<file path="src/rtl/store_pkg.sv">
// Package: shared constants and types for the store execute unit.
// Assumes a 32-bit datapath with a 16-bit displacement field.
package store_pkg;
    localparam int XLEN   = 32;
    localparam int IMM_W  = 16;
    localparam int OPC_W  = 6;
    localparam int LANES  = XLEN / 8;

    localparam logic [OPC_W-1:0] OPC_ST_HALF    = 6'h0d;
    localparam logic [OPC_W-1:0] OPC_ST_HALF_IO = 6'h2d;
    localparam logic [OPC_W-1:0] OPC_ST_WORD    = 6'h15;
    localparam logic [OPC_W-1:0] OPC_ST_WORD_IO = 6'h35;

    typedef enum logic [1:0] {
        SZ_NONE = 2'd0,
        SZ_HALF = 2'd1,
        SZ_WORD = 2'd2
    } st_size_e;

    typedef struct packed {
        st_size_e         size;
        logic             is_io;
        logic [IMM_W-1:0] disp;
    } st_op_t;
endpackage

</file>
<file path="src/rtl/store_decode.sv">
// Module: store_decode
// Picks the displacement and opcode out of the instruction word and
// classifies it as a halfword store, a word store or not a store.
// Assumes the displacement sits in bits 21:6 and the opcode in bits 5:0;
// the register index fields are resolved upstream.
module store_decode
    import store_pkg::*;
(
    input  logic [XLEN-1:0] instr,
    output st_op_t          op
);
    logic [OPC_W-1:0] opc;

    assign opc = instr[OPC_W-1:0];

    // Classify the opcode and extract the displacement.
    always_comb begin
        op.disp  = instr[OPC_W +: IMM_W];
        op.size  = SZ_NONE;
        op.is_io = 1'b0;
        unique case (opc)
            OPC_ST_HALF:    op.size = SZ_HALF;
            OPC_ST_HALF_IO: begin op.size = SZ_HALF; op.is_io = 1'b1; end
            OPC_ST_WORD:    op.size = SZ_WORD;
            OPC_ST_WORD_IO: begin op.size = SZ_WORD; op.is_io = 1'b1; end
            default:        op.size = SZ_NONE;
        endcase
    end
endmodule

</file>
<file path="src/rtl/store_addr_gen.sv">
// Module: store_addr_gen
// Forms the effective byte address and checks it against the access size.
// Assumes the size code is SZ_NONE for anything that is not a store.
module store_addr_gen
    import store_pkg::*;
(
    input  logic [XLEN-1:0]  base,
    input  logic [IMM_W-1:0] disp,
    input  st_size_e         size,
    output logic [XLEN-1:0]  eff_addr,
    output logic             misaligned
);
    logic [XLEN-1:0] disp_sx;

    assign disp_sx  = {{(XLEN-IMM_W){disp[IMM_W-1]}}, disp};
    assign eff_addr = base + disp_sx;

    // Flag low address bits that do not fit the access size.
    always_comb begin
        unique case (size)
            SZ_HALF: misaligned = eff_addr[0];
            SZ_WORD: misaligned = |eff_addr[1:0];
            default: misaligned = 1'b0;
        endcase
    end
endmodule

</file>
<file path="src/rtl/store_lane_fmt.sv">
// Module: store_lane_fmt
// Builds byte enables and lane-aligned write data for one store.
// Assumes the address is already known to be aligned for the size.
module store_lane_fmt
    import store_pkg::*;
(
    input  st_size_e         size,
    input  logic             addr_b1,
    input  logic [XLEN-1:0]  sdata,
    output logic [LANES-1:0] be,
    output logic [XLEN-1:0]  wdata
);
    for (genvar g = 0; g < LANES; g++) begin : g_lane
        localparam int HALF_SEL = (g / 2) % 2;
        localparam int SRC_BYTE = g % 2;
        // Enable a lane for a word, or for the halfword that address bit 1 selects.
        assign be[g] = (size == SZ_WORD) ||
                       ((size == SZ_HALF) && (addr_b1 == HALF_SEL[0]));
        // Word takes its own byte; halfword replicates the low 16 bits.
        assign wdata[8*g +: 8] = (size == SZ_WORD) ? sdata[8*g +: 8]
                                                   : sdata[8*SRC_BYTE +: 8];
    end
endmodule

</file>
<file path="src/rtl/store_exec_unit.sv">
// Module: store_exec_unit
// Executes halfword and word stores (plain and I/O) and produces one
// registered write request or a misaligned-address exception pulse.
// Assumes the operands arrive with the instruction; HAS_DCACHE selects
// whether plain stores are steered to the cache port.
module store_exec_unit
    import store_pkg::*;
#(
    parameter bit HAS_DCACHE = 1'b1
) (
    input  logic             clk,
    input  logic             rst_n,
    input  logic             in_valid,
    output logic             in_ready,
    input  logic [XLEN-1:0]  in_instr,
    input  logic [XLEN-1:0]  in_base,
    input  logic [XLEN-1:0]  in_sdata,
    output logic             req_valid,
    input  logic             req_ready,
    output logic [XLEN-1:0]  req_addr,
    output logic [XLEN-1:0]  req_wdata,
    output logic [LANES-1:0] req_be,
    output logic             req_to_bus,
    output logic             misalign_exc
);
    st_op_t           op;
    logic [XLEN-1:0]  eff_addr;
    logic             misaligned;
    logic [LANES-1:0] be_c;
    logic [XLEN-1:0]  wdata_c;
    logic             accept;
    logic             issue;
    logic             to_bus_c;

    store_decode u_dec (
        .instr (in_instr),
        .op    (op)
    );

    store_addr_gen u_agen (
        .base       (in_base),
        .disp       (op.disp),
        .size       (op.size),
        .eff_addr   (eff_addr),
        .misaligned (misaligned)
    );

    store_lane_fmt u_fmt (
        .size    (op.size),
        .addr_b1 (eff_addr[1]),
        .sdata   (in_sdata),
        .be      (be_c),
        .wdata   (wdata_c)
    );

    assign in_ready = !req_valid || req_ready;
    assign accept   = in_valid && in_ready;
    assign issue    = accept && (op.size != SZ_NONE) && !misaligned;

    // Pick the target port: I/O forms, or any store without a cache, go to the bus.
    generate
        if (HAS_DCACHE) begin : g_cache
            assign to_bus_c = op.is_io;
        end else begin : g_nocache
            assign to_bus_c = 1'b1;
        end
    endgenerate

    // Output register control: valid flag and exception pulse.
    always_ff @(posedge clk) begin
        if (!rst_n) begin
            req_valid    <= 1'b0;
            misalign_exc <= 1'b0;
        end else begin
            misalign_exc <= accept && (op.size != SZ_NONE) && misaligned;
            if (in_ready) begin
                req_valid <= issue;
            end
        end
    end

    // Request payload register, loaded only when a request is issued.
    always_ff @(posedge clk) begin
        if (!rst_n) begin
            req_addr   <= '0;
            req_wdata  <= '0;
            req_be     <= '0;
            req_to_bus <= 1'b0;
        end else if (issue) begin
            req_addr   <= {eff_addr[XLEN-1:2], 2'b00};
            req_wdata  <= wdata_c;
            req_be     <= be_c;
            req_to_bus <= to_bus_c;
        end
    end


    hold_stall_chk: assert property (@(posedge clk) disable iff (!rst_n)
        (req_valid && !req_ready) |=> (req_valid && $stable(req_addr) &&
        $stable(req_wdata) && $stable(req_be) && $stable(req_to_bus)));


    ready_stall_chk: assert property (@(posedge clk) disable iff (!rst_n)
        (req_valid && !req_ready) |-> !in_ready);


    exc_excl_chk: assert property (@(posedge clk) disable iff (!rst_n)
        misalign_exc |-> !req_valid);


    be_shape_chk: assert property (@(posedge clk) disable iff (!rst_n)
        req_valid |-> (req_be == 4'b1111 || req_be == 4'b0011 || req_be == 4'b1100));


    nocache_bus_chk: assert property (@(posedge clk) disable iff (!rst_n)
        (req_valid && !HAS_DCACHE) |-> req_to_bus);


    idle_quiet_chk: assert property (@(posedge clk) disable iff (!rst_n)
        (!accept && !req_valid) |=> (!req_valid && !misalign_exc));
endmodule

</file>
<file path="config.mk">
export PLATFORM = sky130hd
export DESIGN_NAME = store_exec_unit
export DESIGN_NICKNAME = d
export VERILOG_FILES = /design/src/rtl/store_pkg.sv /design/src/rtl/store_decode.sv /design/src/rtl/store_addr_gen.sv /design/src/rtl/store_lane_fmt.sv /design/src/rtl/store_exec_unit.sv
export SDC_FILE = /design/constraint.sdc
export NUM_CORES = 1
export LEC_CHECK = 0
export BUFFER_PORTS_ARGS = -buffer_cell sky130_fd_sc_hd__buf_2
export CORE_AREA = 2 2 101 103
export DETAILED_ROUTE_END_ITERATION = 10
export DIE_AREA = 0 0 103 105
export HOLD_SLACK_MARGIN = 0.05
export PLACE_DENSITY_LB_ADDON = 0.08
export SKIP_CTS_REPAIR_TIMING = 1
export SLEW_MARGIN = 20
export SYNTH_ARGS = -nofsm -noshare
export SYNTH_HDL_FRONTEND = slang
export SYNTH_SLANG_ARGS = --single-unit
</file>
<file path="constraint.sdc">
create_clock -name clk -period 3.7 [get_ports clk]
set_clock_uncertainty 0.1 [all_clocks]
set_input_delay 0.74 -clock clk [delete_from_list [all_inputs] [get_ports clk]]
set_output_delay 0.74 -clock clk [all_outputs]
set_load 0.01 [all_outputs]
</file>
==> out/qor.txt <==
==================================================================================
Most common cell in the netlist .....................................      nand2_1
Portion of synthesized cell area occupied by the leading cell type ..        31.6%
Average cell area after synthesis ...................................   8.07 sq um
Main combinational cell family by area after synthesis .............. compound AO/OA/AOI/OAI gates
Area added between synthesis and finish .............................        25.8%
Number of register bits inferred by synthesis .......................           67
Highest achievable clock rate .......................................      328 MHz
Drt initial violations ..............................................          160
Clock-pin slew on the worst setup and hold paths ....................      0.08 ns
H-tree levels .......................................................            3
Buffering stage count on the worst path with inverters included .....            1
Number of warnings issued by yosys ..................................            0
Post-synthesis compound-gate area fraction ..........................        26.1%
Number of sinks handled by clock tree synthesis .....................           67
Synth Cell Area .....................................................   4250 sq um
Slew Limit Fails ....................................................            0
Pre-CTS setup slack .................................................     0.288 ns
Final setup violation count .........................................            0
Io pins .............................................................          172
Port-buffer cells ...................................................          159
Top Family by Delay on Critical Path ................................ compound AO/OA/AOI/OAI gates
WHS Path Cells ......................................................            2
Kind of end point of the critical path ..............................         flop
Critical path data required time ....................................      3.83 ns
Worst path arrival time .............................................      3.18 ns
Register-to-register setup slack ....................................      1.71 ns
Crit path launch type ............................................... primary input
Global placer's final weighted congestion ...........................        0.861
Reg2reg start .......................................................    req_valid
Core region area ....................................................   9640 sq um
Final critical-path setup slack .....................................     0.649 ns
Cell variety after synth ............................................           61
Die Area ............................................................  10800 sq um
Clock period minus worst slack ......................................      3.05 ns
Final Core Density ..................................................        55.4%
HPWL after DPL ......................................................      8.84 mm
Cells along the critical path ....................................... buf_2 > ha_1 > fa_1 > a21oi_1 > o211ai_1 > nand4_1 > nand3_1 > o311ai_2 > nand2_1 > a2111oi_2 > a211oi_2
Total number of nets in the final design ............................          812
Count of TritonRoute iterations in the first routing pass ...........            4
Vias per Instance ...................................................         5.19
Width of the die ....................................................  103 microns
Critical path class ................................................. primary input to flop
Peak supply drop ....................................................     0.168 mV
Remaining Overflow, GRT .............................................            0
Post-synth ARST share ...............................................           0%
GR Util All Layers ..................................................        21.5%
Number of antenna violations at the first check in global routing ...            0
Synthesized instance count ..........................................          526
Inserted Diodes .....................................................            0
Via Count ...........................................................         4228
Maximum number of pins on one net before global-route repair ........           59
Clock Path Buffers ..................................................            2
Xor and xnor fraction of the mapped netlist area ....................        4.95%
Most instantiated flip-flop cell in the synthesis netlist ...........      dfxtp_1
Max FO, Critical Path ...............................................            3
TritonCTS clock tree ................................................        built
Final standard cell area without fillers ............................   5340 sq um
Clock root cell .....................................................     clkbuf_8
Maxcap violations ...................................................            0
Final routed wire length divided by cell count ...................... 14.1 microns
Worst-margin pin slew ...............................................     0.813 ns
Site row count ......................................................           36
Period utilization ..................................................        82.4%
Remaining number of nets flagged by the antenna check after routing .            0
Number of flops mapped to enable cells by yosys .....................            0
Most area-hungry cell type in the Yosys netlist .....................      dfxtp_1
Sequential cell area fraction in the yosys report ...................        31.6%
Number of hold violations in the final report .......................            0
Adder-Cell Fraction of Synth Area ...................................        10.5%
Number of clock buffers inserted by TritonCTS .......................            9
Longest individual stage delay on the worst path ....................      0.43 ns
Post-Place Cell Area ................................................   5160 sq um
Initial cell density of the core ....................................        44.1%
Unrepaired setup endpoints after global routing .....................           no
Wire length of the first global-routing pass ........................      18.6 mm
Capture instance of the worst register-to-register path .............   req_to_bus
Share of final-layout standard cells stronger than drive strength 1 .        30.6%
Power per cell area .................................................  328 nW/um^2
Mux cell area share after synthesis .................................        3.77%
Worst Reg-to-Reg Cells ..............................................            6
Hold WC Path Type ................................................... flop to flop
Static Leak .........................................................      2.37 nW
Slowest library cell on the worst path ..............................         fa_1
Routed wire length ..................................................      11.5 mm
Hold endpoint .......................................................  req_addr[3]
Number of global-route vias before repair ...........................         3884
Die Y ...............................................................  105 microns
Top cells by area in the synthesized netlist ........................ dfxtp_1 32%, ha_1 10%, a21oi_1 8.1%, nand2_1 7.3%, xnor2_1 3.9%
Tot Pwr .............................................................      1.75 mW
Slew headroom .......................................................        45.8%
Drt drc .............................................................            0
Simple logic cell fraction of the synthesized area ..................        18.8%
Result of the run ................................................... finished clean
Hold Crit Start .....................................................  req_addr[3]
Clock latency on the worst-skew pair ................................      0.34 ns
Total Neg Setup Slack ...............................................         0 ns
Most common library cells after synthesis ........................... 83 x nand2_1, 69 x a21oi_1, 67 x dfxtp_1, 36 x nor2_1, 34 x ha_1
==================================================================================
report_power, final:
part           total [mW]  switching (mW)  internal, mW  leakage [nW]
Combinational       0.443           0.249         0.194          1.73
Clock               0.566           0.319         0.248        0.0900
Sequential          0.741         0.00669         0.734         0.541
Total                1.75           0.574          1.18          2.37
layout make-up:
class / instances / area, sq um
fillers: 989 / 4300
multi-input cells: 417 / 2740
flip-flops and latches: 67 / 1340
repair buffers: 168 / 863
well taps: 133 / 166
clock buffers: 9 / 124
inverters: 14 / 53.8
clock inverters: 7 / 52.6
worst max path at each step:
stage	startpoint	endpoint	depth (start not counted)
6_report	in_instr[6]	req_addr[28]	11
5_1_grt	in_instr[6]	req_addr[28]	11
4_1_cts	in_instr[6]	req_addr[28]	11
3_5_place_dp	in_instr[6]	req_addr[28]	11
3_3_place_gp	in_instr[6]	req_addr[28]	11
2_1_floorplan	in_instr[1]	req_addr[2]	12
layout by cell type (no fill, tap or decap), types with 4 or more instances in the layout:
cell type,synthesis,layout
a211oi_1,19,19
a21o_1,11,11
a21oi_1,69,69
a31oi_1,6,6
and2_1,7,7
and3_1,5,5
buf_2,3,159
buf_4,4,9
clkbuf_8,0,9
dfxtp_1,67,67
ha_1,34,34
inv_1,14,13
mux2i_1,16,16
nand2_1,83,83
nand3_1,12,12
nand4_1,4,4
nor2_1,36,36
nor3_1,7,7
o211ai_1,7,7
o21ai_0,16,16
xnor2_1,19,19
xor2_1,5,5
registers in the layout, summed over array words and instances, names as in the netlist:
register	count
req_to_bus	1
req_be	2
req_valid	1
misalign_exc	1
req_addr	30
req_wdata	32
per-layer routing:
metal | vias to the layer above | part of all wire [%] | track usage, %
met5 | - | 0 | 0
met4 | 0 | 1.8 | 7.71
met3 | 17 | 5.7 | 3.28
met2 | 125 | 46 | 34.3
met1 | 1904 | 46 | 29.1
li1 | 2182 | - | -
worst min-delay path, cell delays in order, from the launching register on:
cell and delay (ns):
dfxtp_1 0.31, nand2_1 0.05, a21oi_1 0.05
through the flow:
| stage | hold slack [ns] | instances |
|---|---|---|
| 6_report | 0.351 | 815 |
| 5_1_grt | 0.376 | 815 |
| 4_1_cts | 0.353 | 815 |
| 3_5_place_dp | 0.341 | 799 |
| 3_3_place_gp | 0.337 | 799 |
| 2_1_floorplan | 0.376 | 527 |
cell families (layout without fill, tap and decap cells):
| family | count (synthesis) | count (layout) |
|---|---|---|
| buf+inv | 43 | 198 |
| other cells | 1 | 2 |
| xor+xnor | 24 | 24 |
| simple gates | 176 | 176 |
| fa+ha+maj | 35 | 35 |
| mux | 16 | 16 |
| flops | 67 | 67 |
| compound gates | 164 | 164 |
Note: power is estimated with default switching activity, not from simulation.
